## config.mk

```make
export PLATFORM = sky130hd
export DESIGN_NAME = exc_state_sequencer
export DESIGN_NICKNAME = d
export VERILOG_FILES = /design/src/rtl/exc_seq_pkg.sv /design/src/rtl/exc_edge_track.sv /design/src/rtl/exc_event_arb.sv /design/src/rtl/exc_escalate.sv /design/src/rtl/exc_state_sequencer.sv
export SDC_FILE = /design/constraint.sdc
export NUM_CORES = 1
export LEC_CHECK = 0
export ABC_AREA = 1
export BUFFER_PORTS_ARGS = -buffer_cell sky130_fd_sc_hd__buf_2
export CORE_MARGIN = 4
export CORE_UTILIZATION = 51
export DETAILED_ROUTE_END_ITERATION = 7
export PLACE_DENSITY_LB_ADDON = 0.08
export SKIP_LAST_GASP = 1
export SLEW_MARGIN = 20
export SYNTH_ARGS = -nofsm -noshare
export SYNTH_HDL_FRONTEND = slang
export SYNTH_SLANG_ARGS = --single-unit
```

## constraint.sdc

```tcl
create_clock -name clk_i -period 3.87 [get_ports clk_i]
set_clock_uncertainty 0.05 [all_clocks]
set_input_delay 0.1935 -clock clk_i [delete_from_list [all_inputs] [get_ports clk_i]]
set_output_delay 0.1935 -clock clk_i [all_outputs]
set_load 0.02 [all_outputs]
```

## src/rtl/exc_seq_pkg.sv

```systemverilog
package exc_seq_pkg;

   typedef enum logic [1:0] {
      OP_PEND_SET = 2'd0,
      OP_PEND_CLR = 2'd1,
      OP_EN_SET   = 2'd2,
      OP_EN_CLR   = 2'd3
   } req_op_e;

   typedef enum logic [2:0] {
      EV_NONE = 3'd0,
      EV_DONE = 3'd1,
      EV_ACK  = 3'd2,
      EV_REQ  = 3'd3,
      EV_TICK = 3'd4,
      EV_EDGE = 3'd5
   } event_e;

   // fixed exception numbers; the sync-fault window and the ext base are behavioural
   localparam int XN_NMI       = 2;
   localparam int XN_HARD      = 3;
   localparam int XN_SVC       = 11;
   localparam int XN_DEBUG     = 12;
   localparam int XN_PSV       = 14;
   localparam int XN_TICK      = 15;
   localparam int XN_FIRST_EXT = 16;

   localparam logic [15:0] SYS_ENA_RST =
      (16'd1 << XN_NMI) | (16'd1 << XN_HARD) | (16'd1 << XN_SVC) |
      (16'd1 << XN_DEBUG) | (16'd1 << XN_PSV) | (16'd1 << XN_TICK);

endpackage

```

## src/rtl/exc_edge_track.sv

```systemverilog
module exc_edge_track #(
   parameter int LINES = 8
) (
   input  logic             clk_i,
   input  logic             rst_ni,
   input  logic [LINES-1:0] lvl_i,
   input  logic             adv_i,
   output logic [LINES-1:0] rise_o
);

   for (genvar g = 0; g < LINES; g++) begin : g_line
      logic prev_q;
      // history only moves on cycles where edges may be consumed
      always_ff @(posedge clk_i or negedge rst_ni) begin
         if (!rst_ni)    prev_q <= 1'b0;
         else if (adv_i) prev_q <= lvl_i[g];
      end
      assign rise_o[g] = lvl_i[g] & ~prev_q;
   end

endmodule

```

## src/rtl/exc_event_arb.sv

```systemverilog
module exc_event_arb
   import exc_seq_pkg::*;
(
   input  logic   done_i,
   input  logic   ack_ok_i,
   input  logic   req_i,
   input  logic   tick_i,
   input  logic   edge_i,
   output event_e ev_o
);

   always_comb begin
      if (done_i)        ev_o = EV_DONE;
      else if (ack_ok_i) ev_o = EV_ACK;
      else if (req_i)    ev_o = EV_REQ;
      else if (tick_i)   ev_o = EV_TICK;
      else if (edge_i)   ev_o = EV_EDGE;
      else               ev_o = EV_NONE;
   end

endmodule

```

## src/rtl/exc_escalate.sv

```systemverilog
module exc_escalate
   import exc_seq_pkg::*;
#(
   parameter int VW  = 5,
   parameter int SPW = 10
) (
   input  logic [VW-1:0]         vec_i,
   input  logic                  en_i,
   input  logic signed [SPW-1:0] prio_i,
   input  logic signed [SPW-1:0] exec_i,
   output logic                  esc_o,
   output logic                  lock_o
);

   logic                  sync_fault;
   logic signed [SPW-1:0] eff_prio;

   assign sync_fault = (vec_i >= VW'(XN_HARD)) && (vec_i < VW'(XN_PSV));
   assign eff_prio   = (vec_i == VW'(XN_HARD)) ? -SPW'(1) : prio_i;
   assign esc_o      = sync_fault && ((eff_prio >= exec_i) || !en_i);
   // hard fault runs at -1, so it cannot preempt an execution priority of -1 or below
   assign lock_o     = esc_o && (exec_i < SPW'(0));

endmodule

```

## src/rtl/exc_state_sequencer.sv

```systemverilog
module exc_state_sequencer
   import exc_seq_pkg::*;
#(
   parameter int NUM_EXT    = 8,
   parameter int PRIO_BITS  = 8,
   parameter bit LATCH_TICK = 1'b1,
   localparam int NUM_VEC   = XN_FIRST_EXT + NUM_EXT,
   localparam int VW        = $clog2(NUM_VEC),
   localparam int SPW       = PRIO_BITS + 2
) (
   input  logic                  clk_i,
   input  logic                  rst_ni,
   input  logic [NUM_EXT-1:0]    ext_lvl_i,
   input  logic                  req_valid_i,
   input  logic [1:0]            req_op_i,
   input  logic [VW-1:0]         req_vec_i,
   input  logic signed [SPW-1:0] req_prio_i,
   input  logic                  tick_i,
   input  logic signed [SPW-1:0] exec_prio_i,
   input  logic                  ack_i,
   input  logic [VW-1:0]         ack_vec_i,
   input  logic                  done_i,
   input  logic [VW-1:0]         done_vec_i,
   output logic [NUM_VEC-1:0]    pend_o,
   output logic [NUM_VEC-1:0]    act_o,
   output logic [NUM_VEC-1:0]    ena_o,
   output logic [VW-1:0]         cur_exc_o,
   output logic                  forced_o,
   output logic                  lockup_o,
   output logic                  cmp_bad_o,
   output logic                  ret_base_o
);

   if (NUM_EXT < 1 || NUM_VEC > 256) begin : g_bad_ext
      $error("exc_state_sequencer: NUM_EXT out of range");
   end
   if (PRIO_BITS < 1 || PRIO_BITS > 8) begin : g_bad_prio
      $error("exc_state_sequencer: PRIO_BITS out of range");
   end

   localparam logic [NUM_VEC-1:0] ONE     = NUM_VEC'(1);
   localparam logic [NUM_VEC-1:0] ENA_RST = NUM_VEC'(SYS_ENA_RST);

   logic [NUM_VEC-1:0] pend_q, act_q, ena_q;
   logic [VW-1:0]      cur_q;
   logic               forced_q, lock_q, bad_q, base_q;

   function automatic logic vec_ok(input logic [VW-1:0] v);
      return (v != '0) && (int'(v) < NUM_VEC);
   endfunction

   logic [NUM_VEC-1:0] req_hot, ack_hot, done_hot;
   assign req_hot  = vec_ok(req_vec_i)  ? (ONE << req_vec_i)  : '0;
   assign ack_hot  = vec_ok(ack_vec_i)  ? (ONE << ack_vec_i)  : '0;
   assign done_hot = vec_ok(done_vec_i) ? (ONE << done_vec_i) : '0;

   logic ack_ok, done_legal;
   assign ack_ok     = ack_i && |(ack_hot & pend_q & ena_q);
   assign done_legal = |(done_hot & act_q);

   logic [NUM_VEC-1:0] lvl_full, rise_full;
   logic [NUM_EXT-1:0] rise;
   assign lvl_full  = {ext_lvl_i, {XN_FIRST_EXT{1'b0}}};
   assign rise_full = {rise, {XN_FIRST_EXT{1'b0}}};

   event_e ev;
   logic   tick_req;
   logic   esc, lock;

   if (LATCH_TICK) begin : g_tick_hold
      logic tick_q;
      always_ff @(posedge clk_i or negedge rst_ni) begin
         if (!rst_ni) tick_q <= 1'b0;
         else         tick_q <= tick_req && (ev != EV_TICK);
      end
      assign tick_req = tick_i | tick_q;
   end else begin : g_tick_direct
      assign tick_req = tick_i;
   end

   exc_edge_track #(.LINES(NUM_EXT)) u_edge (
      .clk_i  (clk_i),
      .rst_ni (rst_ni),
      .lvl_i  (ext_lvl_i),
      .adv_i  ((ev == EV_NONE) || (ev == EV_EDGE)),
      .rise_o (rise)
   );

   exc_event_arb u_arb (
      .done_i   (done_i),
      .ack_ok_i (ack_ok),
      .req_i    (req_valid_i),
      .tick_i   (tick_req),
      .edge_i   (|rise),
      .ev_o     (ev)
   );

   exc_escalate #(.VW(VW), .SPW(SPW)) u_esc (
      .vec_i  (req_vec_i),
      .en_i   (|(req_hot & ena_q)),
      .prio_i (req_prio_i),
      .exec_i (exec_prio_i),
      .esc_o  (esc),
      .lock_o (lock)
   );

   always_ff @(posedge clk_i or negedge rst_ni) begin
      if (!rst_ni) begin
         pend_q   <= '0;
         act_q    <= '0;
         ena_q    <= ENA_RST;
         cur_q    <= '0;
         forced_q <= 1'b0;
         lock_q   <= 1'b0;
         bad_q    <= 1'b0;
         base_q   <= 1'b0;
      end else begin
         bad_q <= 1'b0;
         case (ev)
            EV_DONE: begin
               if (!done_legal) begin
                  bad_q <= 1'b1;
               end else begin
                  act_q  <= act_q & ~done_hot;
                  base_q <= ($countones(act_q & ~done_hot) <= 1);
                  pend_q <= pend_q | (done_hot & lvl_full);
               end
            end
            EV_ACK: begin
               pend_q <= pend_q & ~ack_hot;
               act_q  <= act_q | ack_hot;
               cur_q  <= ack_vec_i;
            end
            EV_REQ: begin
               case (req_op_i)
                  OP_PEND_SET: begin
                     if (esc) begin
                        if (lock) begin
                           lock_q <= 1'b1;
                        end else begin
                           pend_q[XN_HARD] <= 1'b1;
                           forced_q        <= 1'b1;
                        end
                     end else begin
                        pend_q <= pend_q | req_hot;
                     end
                  end
                  OP_PEND_CLR: pend_q <= pend_q & ~req_hot;
                  OP_EN_SET:   ena_q  <= ena_q | req_hot;
                  default:     ena_q  <= ena_q & ~req_hot;
               endcase
            end
            EV_TICK: pend_q[XN_TICK] <= 1'b1;
            EV_EDGE: pend_q <= pend_q | rise_full;
            default: ;
         endcase
      end
   end

   assign pend_o     = pend_q;
   assign act_o      = act_q;
   assign ena_o      = ena_q;
   assign cur_exc_o  = cur_q;
   assign forced_o   = forced_q;
   assign lockup_o   = lock_q;
   assign cmp_bad_o  = bad_q;
   assign ret_base_o = base_q;

endmodule

```

==> flow_summary_export.csv <==
group,metric,value,unit
placed_design,place_area,7941,um^2
die,ioPinCount,132,
die,core,12770,um^2
layout,drive_gt1_share,21.44,%
setup_path,endpoint_kind,"register",
yosys,synth.most_common_cell,"nand2_1",
yosys,synth_top_family_by_area,"simple AND/OR/NAND/NOR gates",
detailed_routing,route.detailed.drc,0,
clocking,clock_sinks,90,
setup_path,path_class,"reg -> reg",
global_route,grtUsageTotal,29.72,%
yosys,synth_compound_area_share,14.91,%
power,power,0.002940,W
yosys,synth_warnings,0,
die,dieArea,15120,um^2
clocking,clock_path_buffers,2,
power,swShare,36.93,%
power,seqPwrFrac,40.3,%
timing,setup_violations,1,
setup_path,crit_fanout,2,
power,clkPwrFrac,29.9,%
clocking,clk_pin_slew_worst_paths,0.07,ns
yosys,synth_top_area_share,31.19,%
placed_design,gp_congestion,1.024,
timing,rsz0062_at_grt,"yes",
yosys,syn_avg_cell_area,6.739,um^2
timing,fmax,231.3,MHz
power,power_density,356.1,nW/um^2
setup_path,reg2reg_to,"ret_base_o",
global_route,grt_first_pass_wirelength,34710,um
yosys,synth_commonest_cells,"nand2_1, inv_1, nor2_1",
timing,worst_pin_slew,0.8185,ns
die,die_h,123.0,um
yosys,synth_nets,1084,
detailed_routing,first_pass_iters,5,
power,leakagePower,4.551,nW
layout,utilization,64.65,%
yosys,ys_types,43,
worst_hold_path,hold_class,"in -> reg",
yosys,synth_area_leader_cell,"dfrtp_1",
run_status,status,"complete, but fails checks",
yosys,ys_seq_area_share,33.53,%
setup_path,r2r_slack,-0.45,ns
timing,hold_viol_final,0,
setup_path,reg2reg_depth,18,
clocking,clk_latency,0.36,ns
yosys,ys.flop_type,"dfrtp_1",
setup_path,crit_required,4.10,ns
clocking,numCtsBuffers,9,
yosys,yosys-top-cells-area,"dfrtp_1, nand2_1, inv_1",
detailed_routing,wire_per_inst,15.97,um
die,die_w,123.0,um
global_route,overflow,0,
setup_path,critPathArrivalTime,4.55,ns
yosys,async_reset_ff_share,100.0,%
placed_design,place_ws,-0.7309,ns
detailed_routing,wirelength,21590,um
worst_hold_path,holdPathStages,3,
layout,area_delta_synth_final,22.54,%
layout,diodes,0,
placed_design,port_buffers,131,
global_route,antenna_found_initial,0,
worst_hold_path,whs_endpoint,"g_tick_hold.tick_q",
detailed_routing,drt_iter0_markers,660,
layout,final_nets,1259,
power,power.switching,0.001086,W
detailed_routing,vias,7196,
yosys,yosys.area_share.adder,8.021,%
clocking,cts-root-buf,"clkbuf_16",
timing,maxSlewHeadroom,45.23,%
die,start_util,52.76,%
setup_path,r2r-start,"act_o[17]",
yosys,synth-edff-count,0,
yosys,synth-seq-cells,90,
power,ir_worst_vdd,0.2320,mV
global_route,first_global_vias,6766,
yosys,syn_inst,1000,
flow_run,cap_violations,0,
yosys,synth.area.mux_share,0,%
power,p_comb_share,29.8,%
timing,tns,-0.4529,ns
layout,design_area,8258,um^2
timing,setup_slack,-0.4529,ns
setup_path,worst_setup_path_start_kind,"register",
global_route,grt_max_degree,59,
timing,drv_slew,0,
timing,min_period,4.323,ns
placed_design,dp_hpwl,17230,um
layout,n_fill_cell,1204,
yosys,syn-cell-area,6739,um^2
yosys,synth_xor_xnor_area_share,0,%
timing,fin_crit_sh,111.7,%
run_status,violations,"negative setup slack",
power,p_int,0.001854,W
clocking,cts_max_level,3,
detailed_routing,drtAntennaViolNets,0,
die,fp-row-count,41,
detailed_routing,via_per_inst,5.322,
clocking,cts_tree,"done",
yosys,synth-simple-area-share,32.77,%
worst_hold_path,hold_start,"tick_i",
==> how the worst max path moves through the flow <==
stage / startpoint / to / slack, ns / cells after the start
2_1_floorplan: done_vec_i[2] / ret_base_o / -0.41 / 21
3_5_place_dp: done_vec_i[1] / ret_base_o / -0.73 / 19
5_1_grt: act_o[17] / ret_base_o / -0.70 / 18
6_report: act_o[17] / ret_base_o / -0.45 / 18
3_3_place_gp: done_vec_i[1] / ret_base_o / -0.63 / 19
4_1_cts: act_o[17] / ret_base_o / -0.44 / 18
==> stage by stage <==
step / hold slack (ns) / cells
floorplan: -0.1521 / 1000
global placement: 0.2647 / 1334
detailed placement: 0.2693 / 1334
CTS: 0.04624 / 1352
global route: 0.08576 / 1352
finish: 0.04920 / 1352
==> layer usage <==
metal	routed length, um	GRT usage [%]	vias to the layer above
li1	-	-	3559
met1	9728	42.18	3295
met2	9296	44.52	292
met3	1877	6.176	50
met4	689	11.76	0
met5	0	0	-
==> critical path, stage by stage, from the launching register on <==
cell	delay, ns
dfrtp_2	0.36
inv_1	0.06
nor2_2	0.13
inv_1	0.08
fa_1	0.49
fa_1	0.51
inv_1	0.06
fa_1	0.47
inv_1	0.05
fa_1	0.49
fa_1	0.40
inv_1	0.07
ha_2	0.17
inv_1	0.05
fa_1	0.47
inv_1	0.04
nor2_1	0.08
o2111ai_1	0.11
o21ai_1	0.12
==> cells in the final DEF, fill, tap and decap left out, types with 5 or more instances in the layout <==
cell type	n
ha_1	15
o21ai_1	15
nand4_1	13
buf_2	130
inv_1	152
o21a_1	5
a21oi_1	44
nand3_1	55
nand2_1	261
o22ai_1	9
buf_4	59
nor2_2	6
o21ai_0	47
clkbuf_16	9
nor2_1	146
nor3_1	8
fa_1	17
dfrtp_1	82
dfstp_2	6
o221ai_1	13
a31oi_1	19
or2_2	14
==> kinds of logic (layout without fill, tap and decap cells) <==
logic type | count (synthesis) | after routing
AOI/OAI and AO/OA | 171 | 171
adders and majority gates | 33 | 33
buffers and inverters | 185 | 365
DFF | 90 | 90
and+or+nand+nor | 521 | 521
==> power groups by stage <==
stage               clock network [W]  logic, W  registers (W)
CTS                          0.000887  0.000879        0.00118
floorplan                           0  0.000469        0.00128
detailed placement                  0  0.000871        0.00120
global route                 0.000925   0.00100        0.00120
finish                       0.000878  0.000876        0.00119
global placement                    0  0.000859        0.00120
==> area by class of cell <==
type / instances / area (um^2) / area share, %
clock inverter: 4 / 33.78 / 0.4091
inverter: 158 / 595.6 / 7.212
multi-input combinational: 725 / 3781 / 45.79
tap: 172 / 215.2 / 2.606
clock buffer: 12 / 256.5 / 3.106
sequential: 90 / 2262 / 27.39
timing repair buffer: 191 / 1114 / 13.48
==> repair_timing <==
item,CTS,global route
resized for setup,2,0
hold buffers,2,0
endpoints found under the setup margin,1,1
pin swaps,0,1
setup buffers,0,0
hold endpoints to repair,54,0
No activity file was read; power rests on OpenSTA's default activity.
